[src/rtl/dram_lp_pkg.sv]
package dram_lp_pkg;

    typedef enum logic [3:0] {
        LP_ACTIVE,
        LP_REF,
        LP_SR_DRAIN,
        LP_SR_PRE,
        LP_SR_ENTER,
        LP_SR_HOLD,
        LP_SR_EXIT,
        LP_PD,
        LP_PD_EXIT
    } lp_state_e;

endpackage

[src/rtl/lp_idle_timer.sv]
module lp_idle_timer #(
    parameter int W = 16
) (
    input  logic         clk,
    input  logic         rst_n,
    input  logic         run,
    input  logic         clear,
    input  logic [W-1:0] limit,
    output logic         hit
);

    logic [W-1:0] cnt;

    always_ff @(posedge clk) begin
        if (!rst_n)
            cnt <= '0;
        else if (clear)
            cnt <= '0;
        else if (run && cnt != limit)
            cnt <= cnt + 1'b1;
    end

    assign hit = (limit != '0) && (cnt == limit);

    AST_IDLE_CLEAR: assert property (@(posedge clk) disable iff (!rst_n)
        clear |=> (cnt == '0));

    AST_IDLE_STEP: assert property (@(posedge clk) disable iff (!rst_n)
        (run && !clear && cnt != limit && $stable(limit)) |=> (cnt == $past(cnt) + 1'b1));

    AST_IDLE_OFF: assert property (@(posedge clk) disable iff (!rst_n)
        (limit == '0) |-> !hit);

endmodule

[src/rtl/lp_delay_timer.sv]
module lp_delay_timer #(
    parameter int W = 8
) (
    input  logic         clk,
    input  logic         rst_n,
    input  logic         start,
    input  logic [W-1:0] len,
    output logic         done
);

    logic [W-1:0] cnt;

    always_ff @(posedge clk) begin
        if (!rst_n)
            cnt <= '0;
        else if (start)
            cnt <= len - 1'b1;
        else if (cnt != '0)
            cnt <= cnt - 1'b1;
    end

    assign done = (cnt == '0);

    AST_DLY_DOWN: assert property (@(posedge clk) disable iff (!rst_n)
        (!start && cnt != '0) |=> (cnt == $past(cnt) - 1'b1));

    AST_DLY_LOAD: assert property (@(posedge clk) disable iff (!rst_n)
        (start && len > 1) |=> !done);

endmodule

[src/rtl/dram_lp_seq.sv]
module dram_lp_seq
    import dram_lp_pkg::*;
#(
    parameter int IDLE_W      = 16,
    parameter int SR_EXIT_CYC = 200,
    parameter int PD_EXIT_CYC = 3
) (
    input  logic              clk,
    input  logic              rst_n,
    input  logic              sr_req,
    input  logic              q_rw_pending,
    input  logic              rw_inflight,
    input  logic              refresh_due,
    input  logic [IDLE_W-1:0] idle_limit,
    input  logic              cmd_done,
    output logic              cke,
    output logic              q_stall,
    output logic              sr_ack,
    output logic              pd_ack,
    output logic              cmd_pre_all,
    output logic              cmd_sr_enter,
    output logic              cmd_auto_ref
);

    localparam int MAX_DLY = (SR_EXIT_CYC > PD_EXIT_CYC) ? SR_EXIT_CYC : PD_EXIT_CYC;
    localparam int DLY_W   = $clog2(MAX_DLY + 1);
    localparam logic [DLY_W-1:0] SR_LEN = DLY_W'(SR_EXIT_CYC);
    localparam logic [DLY_W-1:0] PD_LEN = DLY_W'(PD_EXIT_CYC);

    lp_state_e        state, state_n;
    logic             ref_pend;
    logic             idle_hit;
    logic             dly_start;
    logic             dly_done;
    logic [DLY_W-1:0] dly_len;
    logic             pd_wake;
    logic             in_active;

    assign in_active = (state == LP_ACTIVE);
    assign pd_wake   = q_rw_pending || sr_req || ref_pend || refresh_due;

    lp_idle_timer #(.W(IDLE_W)) u_idle (
        .clk   (clk),
        .rst_n (rst_n),
        .run   (in_active),
        .clear (!in_active || q_rw_pending),
        .limit (idle_limit),
        .hit   (idle_hit)
    );

    assign dly_start = ((state == LP_SR_HOLD) && !sr_req) || ((state == LP_PD) && pd_wake);
    assign dly_len   = (state == LP_PD) ? PD_LEN : SR_LEN;

    lp_delay_timer #(.W(DLY_W)) u_dly (
        .clk   (clk),
        .rst_n (rst_n),
        .start (dly_start),
        .len   (dly_len),
        .done  (dly_done)
    );

    always_ff @(posedge clk) begin
        if (!rst_n)
            ref_pend <= 1'b0;
        else if (refresh_due)
            ref_pend <= 1'b1;
        else if (state == LP_REF && cmd_done)
            ref_pend <= 1'b0;
    end

    always_ff @(posedge clk) begin
        if (!rst_n)
            state <= LP_ACTIVE;
        else
            state <= state_n;
    end

    always_comb begin
        state_n = state;
        unique case (state)
            LP_ACTIVE: begin
                if (sr_req)        state_n = LP_SR_DRAIN;
                else if (ref_pend) state_n = LP_REF;
                else if (idle_hit) state_n = LP_PD;
            end
            LP_REF:      if (cmd_done)     state_n = LP_ACTIVE;
            LP_SR_DRAIN: if (!rw_inflight) state_n = LP_SR_PRE;
            LP_SR_PRE:   if (cmd_done)     state_n = LP_SR_ENTER;
            LP_SR_ENTER:                   state_n = LP_SR_HOLD;
            LP_SR_HOLD:  if (!sr_req)      state_n = LP_SR_EXIT;
            LP_SR_EXIT:  if (dly_done)     state_n = LP_ACTIVE;
            LP_PD:       if (pd_wake)      state_n = LP_PD_EXIT;
            LP_PD_EXIT:  if (dly_done)     state_n = LP_ACTIVE;
            default:                       state_n = LP_ACTIVE;
        endcase
    end

    always_comb begin
        cke          = 1'b1;
        q_stall      = 1'b1;
        sr_ack       = 1'b0;
        pd_ack       = 1'b0;
        cmd_pre_all  = 1'b0;
        cmd_sr_enter = 1'b0;
        cmd_auto_ref = 1'b0;
        unique case (state)
            LP_ACTIVE:   q_stall = 1'b0;
            LP_REF:      cmd_auto_ref = 1'b1;
            LP_SR_DRAIN: ;
            LP_SR_PRE:   cmd_pre_all = 1'b1;
            LP_SR_ENTER: begin
                cmd_sr_enter = 1'b1;
                cke          = 1'b0;
            end
            LP_SR_HOLD: begin
                sr_ack = 1'b1;
                cke    = 1'b0;
            end
            LP_SR_EXIT:  sr_ack = 1'b1;
            LP_PD: begin
                pd_ack = 1'b1;
                cke    = 1'b0;
            end
            LP_PD_EXIT:  pd_ack = 1'b1;
            default:     q_stall = 1'b0;
        endcase
    end

    AST_ONE_CMD: assert property (@(posedge clk) disable iff (!rst_n)
        $onehot0({cmd_pre_all, cmd_sr_enter, cmd_auto_ref}));

    AST_ACK_EXCL: assert property (@(posedge clk) disable iff (!rst_n)
        !(sr_ack && pd_ack));

    AST_DRAIN_FIRST: assert property (@(posedge clk) disable iff (!rst_n)
        (rw_inflight && !cmd_pre_all) |=> !cmd_pre_all);

    AST_PRE_BEFORE_SRE: assert property (@(posedge clk) disable iff (!rst_n)
        $rose(cmd_sr_enter) |-> $past(cmd_pre_all));

    AST_SRE_CKE_LOW: assert property (@(posedge clk) disable iff (!rst_n)
        cmd_sr_enter |-> !cke);

    AST_SR_HOLD: assert property (@(posedge clk) disable iff (!rst_n)
        (sr_ack && !cke && sr_req) |=> (sr_ack && !cke));

    AST_SR_WAKE: assert property (@(posedge clk) disable iff (!rst_n)
        (sr_ack && !cke && !sr_req) |=> (cke && sr_ack));

    AST_ACK_STALL: assert property (@(posedge clk) disable iff (!rst_n)
        (sr_ack || pd_ack) |-> q_stall);

    AST_SR_BEATS_REF: assert property (@(posedge clk) disable iff (!rst_n)
        (in_active && sr_req) |=> !cmd_auto_ref);

    AST_PD_WAKE: assert property (@(posedge clk) disable iff (!rst_n)
        (pd_ack && !cke && q_rw_pending) |=> cke);

    AST_NO_PD_ON_REF: assert property (@(posedge clk) disable iff (!rst_n)
        (ref_pend && !pd_ack) |=> !pd_ack);

endmodule

[config.mk]
export PLATFORM = sky130hd
export DESIGN_NAME = dram_lp_seq
export DESIGN_NICKNAME = d
export VERILOG_FILES = /design/src/rtl/dram_lp_pkg.sv /design/src/rtl/lp_idle_timer.sv /design/src/rtl/lp_delay_timer.sv /design/src/rtl/dram_lp_seq.sv
export SDC_FILE = /design/constraint.sdc
export NUM_CORES = 1
export LEC_CHECK = 0
export ABC_AREA = 1
export ABC_CLOCK_PERIOD_IN_PS = 1600
export BUFFER_PORTS_ARGS = -buffer_cell sky130_fd_sc_hd__buf_2
export CORE_AREA = 3 3 69 71
export CTS_CLUSTER_DIAMETER = 120
export CTS_CLUSTER_SIZE = 12
export DETAILED_ROUTE_END_ITERATION = 12
export DIE_AREA = 0 0 72 74
export PLACE_DENSITY_LB_ADDON = 0.15
export REMOVE_ABC_BUFFERS = 1
export SLEW_MARGIN = 20
export SYNTH_ARGS = -nofsm -noshare
export SYNTH_HDL_FRONTEND = slang
export SYNTH_SLANG_ARGS = --single-unit
[constraint.sdc]
create_clock -name clk -period 1.6 [get_ports clk]
set_input_delay 0.32 -clock clk [delete_from_list [all_inputs] [get_ports clk]]
set_output_delay 0.32 -clock clk [all_outputs]
set_load 0.01 [all_outputs]
Word-level counts from Yosys, hierarchy flattened

Cells that the tools add are included.

Word-level logic and storage cells: 72
Register bits: 29

Add/sub/neg operators: 3
Eq/ne operators: 17
Reductions and logical operators: 25
Muxes and demuxes: 22
Bitwise gates (word level): 1

Operators by type and width:

| cell                                                | count |
|---|---|
| 2-to-1 mux 4 bit                                    | 9 |
| case mux 4 bit (8 select lines)                     | 1 |
| 2-to-1 mux 8 bit                                    | 3 |
| adder 16 x 1 -> 16 bit, second input constant       | 1 |
| equality test 16 bit                                | 1 |
| equality test 4 x 3 -> 1 bit, second input constant | 4 |
| != test 16 bit                                      | 1 |
| nonzero test 16 bit                                 | 1 |
| subtractor 8 x 1 -> 8 bit, second input constant    | 2 |
| != test 2 bit, second input constant                | 5 |
| 2-to-1 mux 1 bit                                    | 9 |
| equality test 4 x 2 -> 1 bit, second input constant | 2 |
| zero test 8 bit                                     | 1 |
| nonzero test 8 bit                                  | 1 |
| OR reduction 2 bit                                  | 4 |
| OR reduction 8 bit                                  | 1 |
| AND reduction 7 bit                                 | 1 |
| logical AND 1 bit                                   | 5 |
| logical OR 1 bit                                    | 5 |
| equality test 4 x 1 -> 1 bit, second input constant | 1 |
| equality test 4 bit, second input constant          | 1 |
| zero test 4 bit                                     | 1 |
| != test 4 bit, second input constant                | 1 |
| nonzero test 2 bit                                  | 2 |
| other kinds (4)                                     | 5 |

Logic depth before layout (Yosys ltp)

Gate-level depths: netlist (run 1).

Word-level depth: 6
Mapped depth: 12

Modules after synthesis

A second synthesis (run 1) with hierarchy kept.

Cell total of the unflattened synthesis: 404
Area total of the unflattened synthesis: 2267.2 µm²

By module, submodules not included:

| module         | cells each | instances | area an instance (µm²) | sequential area each (µm²) |
|---|---|---|---|---|
| lp_idle_timer  | 223        | 1         | 1207.4                 | 320.3 |
| lp_delay_timer | 82         | 1         | 531.8                  | 160.2 |
| dram_lp_seq    | 99         | 1         | 528.0                  | 100.1 |

Worst setup path after synthesis (run 1)

OpenSTA, ideal clock, no wires.

Kind: flip-flop to flip-flop
From: register state[0]
To: register u_dly.cnt[4]
Arrival: 1617 ps
Period minus slack after synthesis: 1737 ps
Stages on the path, launching flop included: 13
Setup slack: -137 ps
Cell sequence: dfxtp_1 -> buf_4 -> nand2_1 -> nor2_2 -> nand2_4 -> a21boi_1 -> inv_1 -> ha_1 -> nand2_1 -> nor2_2 -> xor2_1 -> nand2_1 -> nor2_1

Cells in the longest elaborated chain, start to end: 4
Elaborated cells on any way between the ends: 9
Those cells by class: add/sub: 1; eq/ne: 2; mux: 2; reduce/logical: 4

Ends and longest elaborated chain:

| item                                                                 | line                                    | RTL |
|---|---|---|
| from (decl)                                                          | dram_lp_seq.sv:30                       | `lp_state_e state, state_n;` |
| from (signal assigned)                                               | dram_lp_seq.sv:75                       | `state <= state_n;` |
| equality test 4 x 3 -> 1 bit (on tied branches)                      | dram_lp_seq.sv:51, dram_lp_seq.sv:52    |  |
| 2-to-1 mux 8 bit / logical AND 1 bit (equally long branches)         | dram_lp_seq.sv:52, dram_lp_seq.sv:51    |  |
| subtractor 8 x 1 -> 8 bit / logical OR 1 bit (equally long branches) | lp_delay_timer.sv:17, dram_lp_seq.sv:51 |  |
| 2-to-1 mux 8 bit / nonzero test 2 bit (equally long branches)        | -                                       |  |
| to (signal assigned)                                                 | lp_delay_timer.sv:17                    | `cnt <= len - 1'b1;` |
| to (signal assigned)                                                 | lp_delay_timer.sv:19                    | `cnt <= cnt - 1'b1;` |
| to (decl)                                                            | lp_delay_timer.sv:11                    | `logic [W-1:0] cnt;` |

Several ways; a longest one is shown, not always the timed one.
A chain may end at the register's enable or synchronous reset.

Final worst setup path (run 1)

From: register state[3]
To: register u_dly.cnt[6]

The elaborated chain is that of the path after synthesis.

==> out/qor.yml, run 1 <==
antennaDiodeCount: 0
drtIter0Drc: 196
synth-compound-area-share: 0.0806
crit_arrival_ns: 1.85
ys_types: 28
tightest_slew_ns: 0.391
cts_buffers: 5
ioPinCount: 30
fin_total_pwr_mw: 4.13
grt_use_met1: 0.291
worst_setup_path_end_kind: "flip-flop"
cp_num_buf_inv: 3
globalRouteOverflowTotal: 0
drc: 0
fillers: 379
cts_tree: "built"
hp-class: "input port to flip-flop"
max_clock_freq_mhz: 600
drt_pass1_iterations: 6
placed_area_sq_mm: 0.00256
fin_crit_ns: 1.67
routed_wl_um: 5750
ys_warn_count: 0
grt_pass1_vias: 2072
synth_top_family_by_area: "simple AND/OR/NAND/NOR gates"
violations: "negative setup slack"
syn_to_final_growth_pct: 35.1
seq_area_sq_um: 612
grt_pass1_wl_um: 8830
slew_viol_final: 0
fin_ws_ns: -0.0664
start_kind: "flip-flop"
synth-simple-area-share: 0.463
wl_per_cell_um: 11.8
netlist_instances: 364
power_leakage_nw: 1.32
root_buffer: "clkbuf_8"
pwr_density_cell_mw_per_mm2: 1430
fp.dieW_um: 72
critPathTopFamily: "simple AND/OR/NAND/NOR gates"
skew_ns: 0.00780
synth_area_sq_mm: 0.00214
critPathMaxStageDelay_ns: 0.36
gp_congestion: 0.885
vdd_drop_max_v: 0.000840
fin_nets: 461
clk_pin_slew_worst_paths_ns: 0.07
synth_xor_area_frac: 0.0572
dp_hpwl_um: 4220
track_usage: 0.208
initial_core_util: 0.499
met3_usage: 0.0378
h-tree-depth: 2
hold_start: "refresh_due"
clk_latency_ns: 0.29
ys_ff_latch: 29
critPathSlowestCell: "dfxtp_4"
grt_max_degree: 14
cp.required_ns: 1.78
fin_area_sq_mm: 0.00289
grt-busiest-layer: "met2"
clock-sinks: 29
rsz0062_at_grt: "yes"
synth_area_leaders: "dfxtp_1 (27%), nand2_1 (22%), inv_1 (8.9%)"
synth.area.mux_share: 0
path_class: "flip-flop to flip-flop"
status: "finished with violations"
crit_path_start: "state[3]"
synth-adder-area-share: 0.0117
clockBufferDepth: 2
period_share: 1.04
avgSynthCellArea_sq_um: 5.88
dieArea_sq_mm: 0.00533
max_cap_viol_count: 0
crit_fanout: 4
fp-row-count: 24
drive_gt1_frac: 0.336
antenna_found_initial: 0
multiInputGateArea_sq_mm: 0.00146
die_h_um: 74
setup_tns_ns: -0.147
viasPerCell: 4.99
holdWs_ns: 0.300
synth_top_area_cell: "dfxtp_1"
vias: 2442
hold_viol: 0
core-area_sq_mm: 0.00429
rr_startpoint: "state[3]"
postLayoutCoreUtil: 0.674
slew_headroom: 0.739
seq_area_frac_synth: 0.271
grtUsageMet2: 0.323
synth_top_area_share: 0.271
finalSetupViolCount: 3
ant_nets: 0
crit_chain: "inv_2 > nand2_2 > nor2_4 > nand2_4 > a21boi_4 > inv_1 > ha_2 > nand2_2 > nor2_4 > buf_4 > a21oi_2 > nor3_1"
portBuffers: 29
[metal layers]
layer	wire (um)	up-vias	part of all wire
met5	0	-	0
met1	2730	1093	0.47
li1	-	1277	-
met3	346	10	0.060
met4	66	0	0.011
met2	2610	62	0.45
[sequential cells by signal, indices dropped and copies added, names as in the netlist]
register    flops
ref_pend        1
state           4
u_dly.cnt       8
u_idle.cnt     16
[layout make-up]
class,instances,area share
tap,52,0.0225
inverter,55,0.0726
sequential,29,0.211
clock buffer,6,0.0251
clock inverter,2,0.00346
timing repair buffer,69,0.158
multi-input combinational,275,0.504
timing repair inverter,1,0.00259
[final timing paths]
check             cells past startpoint        endpoint  slack, ns
setup reg to reg                     12    u_dly.cnt[6]      -0.07
hold / removal                        3        ref_pend       0.30
setup / recovery                     12    u_dly.cnt[6]      -0.07
hold reg to reg                       2  u_idle.cnt[15]       0.48
[synthesized netlist by cell type (all sizes together)]
library cell  number
a211o              1
a21boi             1
a21oi             21
buf                5
dfxtp             29
ha                 2
inv               55
nand2            128
nand3             18
nand3b             2
nand4              8
nor2              55
nor3              15
o21ai              9
o22ai              1
xor2              14
[tightest hold or removal path, cell delays in order]
cell     delay [ns]
buf_2          0.09
inv_1          0.07
a21oi_1        0.06
[through the flow]
| stage | setup WS (ns) | cells |
|---|---|---|
| finish | -0.0664 | 489 |
| global route | -0.168 | 489 |
| CTS | 0.00162 | 483 |
| detailed placement | -0.0977 | 474 |
| global placement | -0.0813 | 474 |
| floorplan | -0.197 | 359 |
[layout by cell type (no fill, tap or decap), drive strengths merged]
cell	instances
dfxtp	29
nor2	55
ha	2
o22ai	1
clkbuf	6
nand2	128
nor3	15
clkinvlp	2
o21ai	9
clkinv	2
nand3	18
nand3b	2
buf	69
nand4	8
a211o	1
xor2	14
inv	54
a21oi	21
a21boi	1
[what timing repair did]
| action | 4_1_cts | 5_1_grt |
|---|---|---|
| setup buffers | 1 | 5 |
| hold buffers | 0 | 0 |
| setup endpoints to repair | 13 | 33 |
| gates resized for setup | 13 | 62 |
| cloned | 0 | 2 |
| pin swaps | 3 | 11 |
[power breakdown]
group | total [mW] | switching [mW] | leakage, nW | internal (mW)
registers | 0.977 | 0.103 | 0.245 | 0.874
clock network | 0.598 | 0.297 | 0.0450 | 0.301
logic | 2.55 | 1.55 | 1.03 | 1.00
[cell families after synthesis]
group                    Yosys count
AND/OR/NAND/NOR                  226
buffers and inverters             60
AO/OA/AOI/OAI                     33
flip-flops                        29
XOR/XNOR                          14
adder cells (fa/ha/maj)            2
Power figures use the tool's default switching activity.
==> run 2: changes to the inputs <==
--- a/config.mk
+++ b/config.mk
@@ -6,7 +6,7 @@
 export NUM_CORES = 1
 export LEC_CHECK = 0
 export ABC_AREA = 1
-export ABC_CLOCK_PERIOD_IN_PS = 1600
+export ABC_CLOCK_PERIOD_IN_PS = 1400
 export BUFFER_PORTS_ARGS = -buffer_cell sky130_fd_sc_hd__buf_2
 export CORE_AREA = 3 3 69 71
 export CTS_CLUSTER_DIAMETER = 120
@@ -15,7 +15,6 @@
 export DIE_AREA = 0 0 72 74
 export PLACE_DENSITY_LB_ADDON = 0.15
 export REMOVE_ABC_BUFFERS = 1
-export SLEW_MARGIN = 20
 export SYNTH_ARGS = -nofsm -noshare
 export SYNTH_HDL_FRONTEND = slang
 export SYNTH_SLANG_ARGS = --single-unit
==> constraint.sdc (replaced) <==
create_clock -name clk -period 1.4 [get_ports clk]
set_input_delay 0.28 -clock clk [delete_from_list [all_inputs] [get_ports clk]]
set_output_delay 0.28 -clock clk [all_outputs]
set_load 0.01 [all_outputs]
==> out/qor.yml, run 2 (same netlist as run 1, synthesis figures left out) <==
globalRouteOverflowTotal: 0  # unchanged
dieArea_sq_mm: 0.00533  # unchanged
slew_headroom: 0.784  # was 0.739
top_register: "u_idle.cnt"  # unchanged
cp_num_buf_inv: 3  # unchanged
fp-row-count: 24  # unchanged
setup_tns_ns: -7.88  # was -0.147 ns
drtIter0Drc: 324  # was 196
clockBufferDepth: 2  # unchanged
viasPerCell: 5.41  # was 4.99
hold_viol: 0  # unchanged
portBuffers: 29  # unchanged
grt_max_degree: 13  # was 14
clk_latency_ns: 0.29  # about the same
core-area_sq_mm: 0.00429  # unchanged
critPathMaxStageDelay_ns: 0.32  # was 0.36 ns
crit_chain: "buf_6 > nor2_4 > inv_2 > nor2_4 > buf_4 > nand2_2 > nor2_4 > nand2_4 > nand2_4 > nand2_1 > nand2_1 > nor2_1"  # was inv_2 > nand2_2 > nor2_4 > nand2_4 > a21boi_4 > inv_1 > ha_2 > nand2_2 > nor2_4 > buf_4 > a21oi_2 > nor3_1
wl_per_cell_um: 15.6  # was 11.8 um
vdd_drop_max_v: 0.00102  # was 0.000840 V
violations: "negative setup slack"  # unchanged
ioPinCount: 30  # unchanged
gp_congestion: 0.895  # was 0.885
tightest_slew_ns: 0.322  # was 0.391 ns
fp.dieW_um: 72  # unchanged
largest_registers: "u_idle.cnt: 16 flops, u_dly.cnt: 8 flops, state: 4 flops"  # unchanged
die_h_um: 74  # unchanged
drc: 0  # unchanged
critPathSlowestCell: "dfxtp_2"  # was dfxtp_4
max_cap_viol_count: 0  # unchanged
max_clock_freq_mhz: 579  # was 600 MHz
vias: 2975  # was 2442
clk_pin_slew_worst_paths_ns: 0.07  # about the same
crit_fanout: 6  # was 4
antenna_found_initial: 0  # unchanged
fin_nets: 522  # was 461
dp_hpwl_um: 4700  # was 4220 um
critPathTopFamily: "simple AND/OR/NAND/NOR gates"  # unchanged
ant_nets: 0  # unchanged
fin_crit_ns: 1.73  # was 1.67 ns
syn_to_final_growth_pct: 66.7  # was 35.1%
drive_gt1_frac: 0.492  # was 0.336
start_kind: "flip-flop"  # unchanged
fin_total_pwr_mw: 6.04  # was 4.13 mW
worst_setup_path_end_kind: "flip-flop"  # unchanged
placed_cells: 524  # was 474
grt_pass1_wl_um: 11200  # was 8830 um
track_usage: 0.269  # was 0.208
hold_buffers: 0  # unchanged
grt_pass1_vias: 2568  # was 2072
hp-class: "input port to flip-flop"  # unchanged
fin_cells: 550  # was 489
pwr_density_cell_mw_per_mm2: 1690  # was 1430 mW/mm^2
skew_ns: 0.00894  # was 0.00780 ns
cts_buffers: 5  # unchanged
cp.required_ns: 1.58  # was 1.78 ns
largest_register_ff_count: 16  # unchanged
period_share: 1.23  # was 1.04
final_common_cell: "nand2_1"  # unchanged
antennaDiodeCount: 0  # unchanged
fin_ws_ns: -0.328  # was -0.0664 ns
clock-sinks: 29  # unchanged
path_class: "flip-flop to flip-flop"  # unchanged
root_buffer: "clkbuf_8"  # unchanged
cts_tree: "built"  # unchanged
pre_cts_ws_ns: -0.301  # was -0.0977 ns
status: "finished with violations"  # unchanged
crit_top_cell: "nor2_4"
rsz0062_at_grt: "yes"  # unchanged
h-tree-depth: 2  # unchanged
most-common-layout-cells: "nand2_1 (101), buf_4 (90), inv_1 (41)"  # was nand2_1 (116), inv_1 (43), buf_4 (35)
routed_wl_um: 8610  # was 5750 um
finalSetupViolCount: 34  # was 3
crit_arrival_ns: 1.91  # was 1.85 ns
drt_pass1_iterations: 5  # was 6
slew_viol_final: 0  # unchanged
power_leakage_nw: 1.66  # was 1.32 nW
initial_core_util: 0.499  # unchanged
==> run 2: changes by cell type in the layout (fill, tap and decap cells not counted), sizes merged <==
cell | before | now
clkbuf | 6 | 7
clkinvlp | 2 | 4
buf | 69 | 129
clkinv | 2 | 1
inv | 54 | 53
==> run 2: metal layers <==
metal  part of all wire  global-route usage
met5                  0                   0
met1               0.38               0.338
met4              0.048               0.106
met2               0.49               0.460
met3              0.086              0.0473
==> run 2: layout make-up <==
cell class	instances	area, sq um
multi-input combinational	275	1620
tap	52	65.1
clock buffer	7	96.3
inverter	55	214
timing repair inverter	2	15.0
fill	242	723
timing repair buffer	129	952
clock inverter	1	5.00
sequential	29	604
==> run 2: power breakdown <==
group	internal, mW	switching, mW
sequential	0.994	0.101
combinational	1.81	2.32
clock	0.445	0.367
==> run 2: path summary, 6_finish.rpt <==
kind	start	endpoint	slack, ns	depth (start not counted)
max	state[0]	state[0]	-0.33	12
min	rst_n	u_dly.cnt[7]	0.37	3
max reg2reg	state[0]	state[0]	-0.33	12
min reg2reg	state[3]	state[3]	0.56	2
==> run 2: per-stage QoR <==
stage,util,area [sq um],hold WS [ns]
after global placement,0.684,2940,0.558
after detailed placement,0.684,2940,0.568
after floorplan,-,2100,0.400
after global routing,0.832,3570,0.390
final,0.832,3570,0.374
after CTS,0.768,3300,0.316
==> run 2: worst reg2reg max path, stage by stage (launching register included) <==
cell     delay (ns)
dfxtp_2        0.32
buf_6          0.13
nor2_4         0.16
inv_2          0.07
nor2_4         0.16
buf_4          0.14
nand2_2        0.08
nor2_4         0.12
nand2_4        0.08
nand2_4        0.10
nand2_1        0.11
nand2_1        0.10
nor2_1         0.05
==> run 2: what timing repair did <==
action	CTS	global route
endpoints found under the setup margin	35	35
pin swaps	27	35
buffers inserted	10	5
hold endpoints to repair	0	0
gates cloned	2	1
resized for setup	64	64
==> run 3: changes to the inputs <==
--- a/config.mk
+++ b/config.mk
@@ -7,12 +7,13 @@
 export LEC_CHECK = 0
 export ABC_AREA = 1
 export ABC_CLOCK_PERIOD_IN_PS = 1400
-export BUFFER_PORTS_ARGS = -buffer_cell sky130_fd_sc_hd__buf_2
-export CORE_AREA = 3 3 69 71
+export BUFFER_PORTS_ARGS = -buffer_cell sky130_fd_sc_hd__buf_4
+export CORE_AREA = 3 3 95 52
 export CTS_CLUSTER_DIAMETER = 120
 export CTS_CLUSTER_SIZE = 12
 export DETAILED_ROUTE_END_ITERATION = 12
-export DIE_AREA = 0 0 72 74
+export DIE_AREA = 0 0 98 55
+export GPL_TIMING_DRIVEN = 0
 export PLACE_DENSITY_LB_ADDON = 0.15
 export REMOVE_ABC_BUFFERS = 1
 export SYNTH_ARGS = -nofsm -noshare
==> out/qor.yml, run 3 (same netlist as run 1, synthesis figures left out) <==
clockBufferDepth: 2  # unchanged
crit_fanout: 5  # was 6
fin_area_sq_mm: 0.00319  # was 0.00357 sq mm
r2r_end: "u_idle.cnt[2]"  # was state[0]
drtIter0Drc: 232  # was 324
root_buffer: "clkbuf_8"  # unchanged
fin_nets: 452  # was 522
fin_cells: 484  # was 550
syn_to_final_growth_pct: 48.8  # was 66.7%
placed_cells: 445  # was 524
seq_area_sq_um: 642  # was 604 sq um
hold_viol: 0  # unchanged
ioPinCount: 30  # unchanged
fp.dieW_um: 98  # was 72 um
rr_startpoint: "u_idle.cnt[9]"  # was state[0]
slew_headroom: 0.774  # was 0.784
final_common_cell: "nand2_1"  # unchanged
rsz0062_at_grt: "yes"  # unchanged
most-common-layout-cells: "nand2_1 (95), buf_4 (50), inv_1 (34)"  # was nand2_1 (101), buf_4 (90), inv_1 (41)
top_register: "u_idle.cnt"  # unchanged
max_cap_viol_count: 0  # unchanged
fillers: 325  # was 242
drt_pass1_iterations: 7  # was 5
worst_setup_path_end_kind: "flip-flop"  # unchanged
drc: 0  # unchanged
violations: "negative setup slack"  # unchanged
pwr_density_cell_mw_per_mm2: 1720  # was 1690 mW/mm^2
h-tree-depth: 2  # unchanged
path_class: "flip-flop to flip-flop"  # unchanged
whs_path_depth: 3  # unchanged
antennaDiodeCount: 0  # unchanged
core-area_sq_mm: 0.00423  # was 0.00429 sq mm
largest_registers: "u_idle.cnt: 16 flops, u_dly.cnt: 8 flops, state: 4 flops"  # unchanged
max_clock_freq_mhz: 590  # was 579 MHz
ant_nets: 0  # unchanged
grt_pass1_wl_um: 9910  # was 11200 um
crit_arrival_ns: 1.86  # was 1.91 ns
period_share: 1.21  # was 1.23
gp_congestion: 0.921  # was 0.895
viasPerCell: 5.50  # was 5.41
cts_tree: "built"  # unchanged
dieArea_sq_mm: 0.00539  # was 0.00533 sq mm
antenna_found_initial: 0  # unchanged
rrSetupSlack_ns: -0.29  # was -0.33 ns
power_leakage_nw: 1.42  # was 1.66 nW
grt_max_degree: 11  # was 13
clk_pin_slew_worst_paths_ns: 0.07  # about the same
slew_viol_final: 0  # unchanged
track_usage: 0.238  # was 0.269
wl_per_cell_um: 15.4  # was 15.6 um
hold_start: "refresh_due"  # was rst_n
clock-sinks: 29  # unchanged
grt_pass1_vias: 2035  # was 2568
portBuffers: 29  # unchanged
hold_buffers: 0  # unchanged
multiInputGateArea_sq_mm: 0.00165  # was 0.00162 sq mm
vias: 2663  # was 2975
drive_gt1_frac: 0.452  # was 0.492
routed_wl_um: 7470  # was 8610 um
skew_ns: 0.00737  # was 0.00894 ns
hold_end: "ref_pend"  # was u_dly.cnt[7]
globalRouteOverflowTotal: 0  # unchanged
cts_buffers: 5  # unchanged
finalSetupViolCount: 34  # unchanged
dp_hpwl_um: 4320  # was 4700 um
fp-row-count: 17  # was 24
die_h_um: 55  # was 74 um
largest_register_ff_count: 16  # unchanged
worstRegToRegCells: 12  # unchanged
clk_latency_ns: 0.28  # was 0.29 ns
placed_area_sq_mm: 0.00239  # was 0.00294 sq mm
hp-class: "input port to flip-flop"  # unchanged
start_kind: "flip-flop"  # unchanged
status: "finished with violations"  # unchanged
initial_core_util: 0.506  # was 0.499
fin_crit_ns: 1.69  # was 1.73 ns
cp.required_ns: 1.56  # was 1.58 ns
fin_ws_ns: -0.294  # was -0.328 ns
vdd_drop_max_v: 0.00118  # was 0.00102 V
tightest_slew_ns: 0.337  # was 0.322 ns
## run 3: critical path, stage by stage, from the launching register on
cell,delay (ns)
dfxtp_4,0.37
inv_4,0.04
nand2_1,0.05
nand2_1,0.06
nor2_2,0.13
nand2_1,0.09
nor2_2,0.16
nand2_2,0.10
nand2_4,0.13
clkinvlp_4,0.15
buf_6,0.17
nand2_2,0.06
a21oi_2,0.04
## run 3: worst max path at each step
| stage | to | slack [ns] | from | cells after the start |
|---|---|---|---|---|
| 2_1_floorplan | u_dly.cnt[4] | -0.40 | state[0] | 11 |
| 3_3_place_gp | u_dly.cnt[4] | -0.61 | state[0] | 11 |
| 3_5_place_dp | u_dly.cnt[4] | -0.64 | state[0] | 11 |
| 4_1_cts | u_dly.cnt[4] | -0.23 | state[2] | 11 |
| 5_1_grt | u_idle.cnt[5] | -0.36 | u_idle.cnt[9] | 12 |
| 6_report | u_idle.cnt[2] | -0.29 | u_idle.cnt[9] | 12 |
## run 3: layer usage
| metal | up-vias | GRT usage | part of all wire | wire [um] |
|---|---|---|---|---|
| met5 | - | 0 | 0 | 0 |
| met2 | 162 | 0.339 | 0.41 | 3040 |
| met3 | 33 | 0.0613 | 0.12 | 900 |
| li1 | 1266 | - | - | - |
| met4 | 0 | 0.0667 | 0.027 | 203 |
| met1 | 1202 | 0.350 | 0.45 | 3320 |
## run 3: what timing repair did
| action | in CTS | in global routing |
|---|---|---|
| gates cloned | 1 | 2 |
| setup endpoints to repair | 35 | 35 |
| gates resized for setup | 39 | 121 |
| pin swaps | 12 | 24 |
| hold endpoints to repair | 0 | 0 |
| setup buffers | 16 | 13 |
## run 3: stage by stage
step / utilization / TNS, ns / power, mW / hold slack, ns / setup slack (ns)
after CTS: 0.640 / -5.41 / 4.41 / 0.265 / -0.233
after global placement: 0.564 / -12.32 / 3.11 / 0.476 / -0.613
after detailed placement: 0.564 / -12.50 / 3.13 / 0.478 / -0.642
after floorplan: - / -2.73 / 2.57 / 0.400 / -0.397
final: 0.753 / -6.49 / 5.49 / 0.262 / -0.294
after global routing: 0.753 / -8.93 / 5.81 / 0.274 / -0.357
## run 3: final cells by class
cell class,instances,area share
repair buffers,60,0.161
clock buffers,7,0.0271
well taps,57,0.0224
flip-flops and latches,29,0.201
multi-input cells,276,0.517
inverters,55,0.0710
## run 3: power breakdown
group | internal [mW] | total, mW | switching [mW] | leakage (nW)
sequential | 1.00 | 1.20 | 0.199 | 0.250
combinational | 1.48 | 3.57 | 2.09 | 1.12
clock | 0.390 | 0.722 | 0.333 | 0.0443
total | 2.87 | 5.49 | 2.62 | 1.42
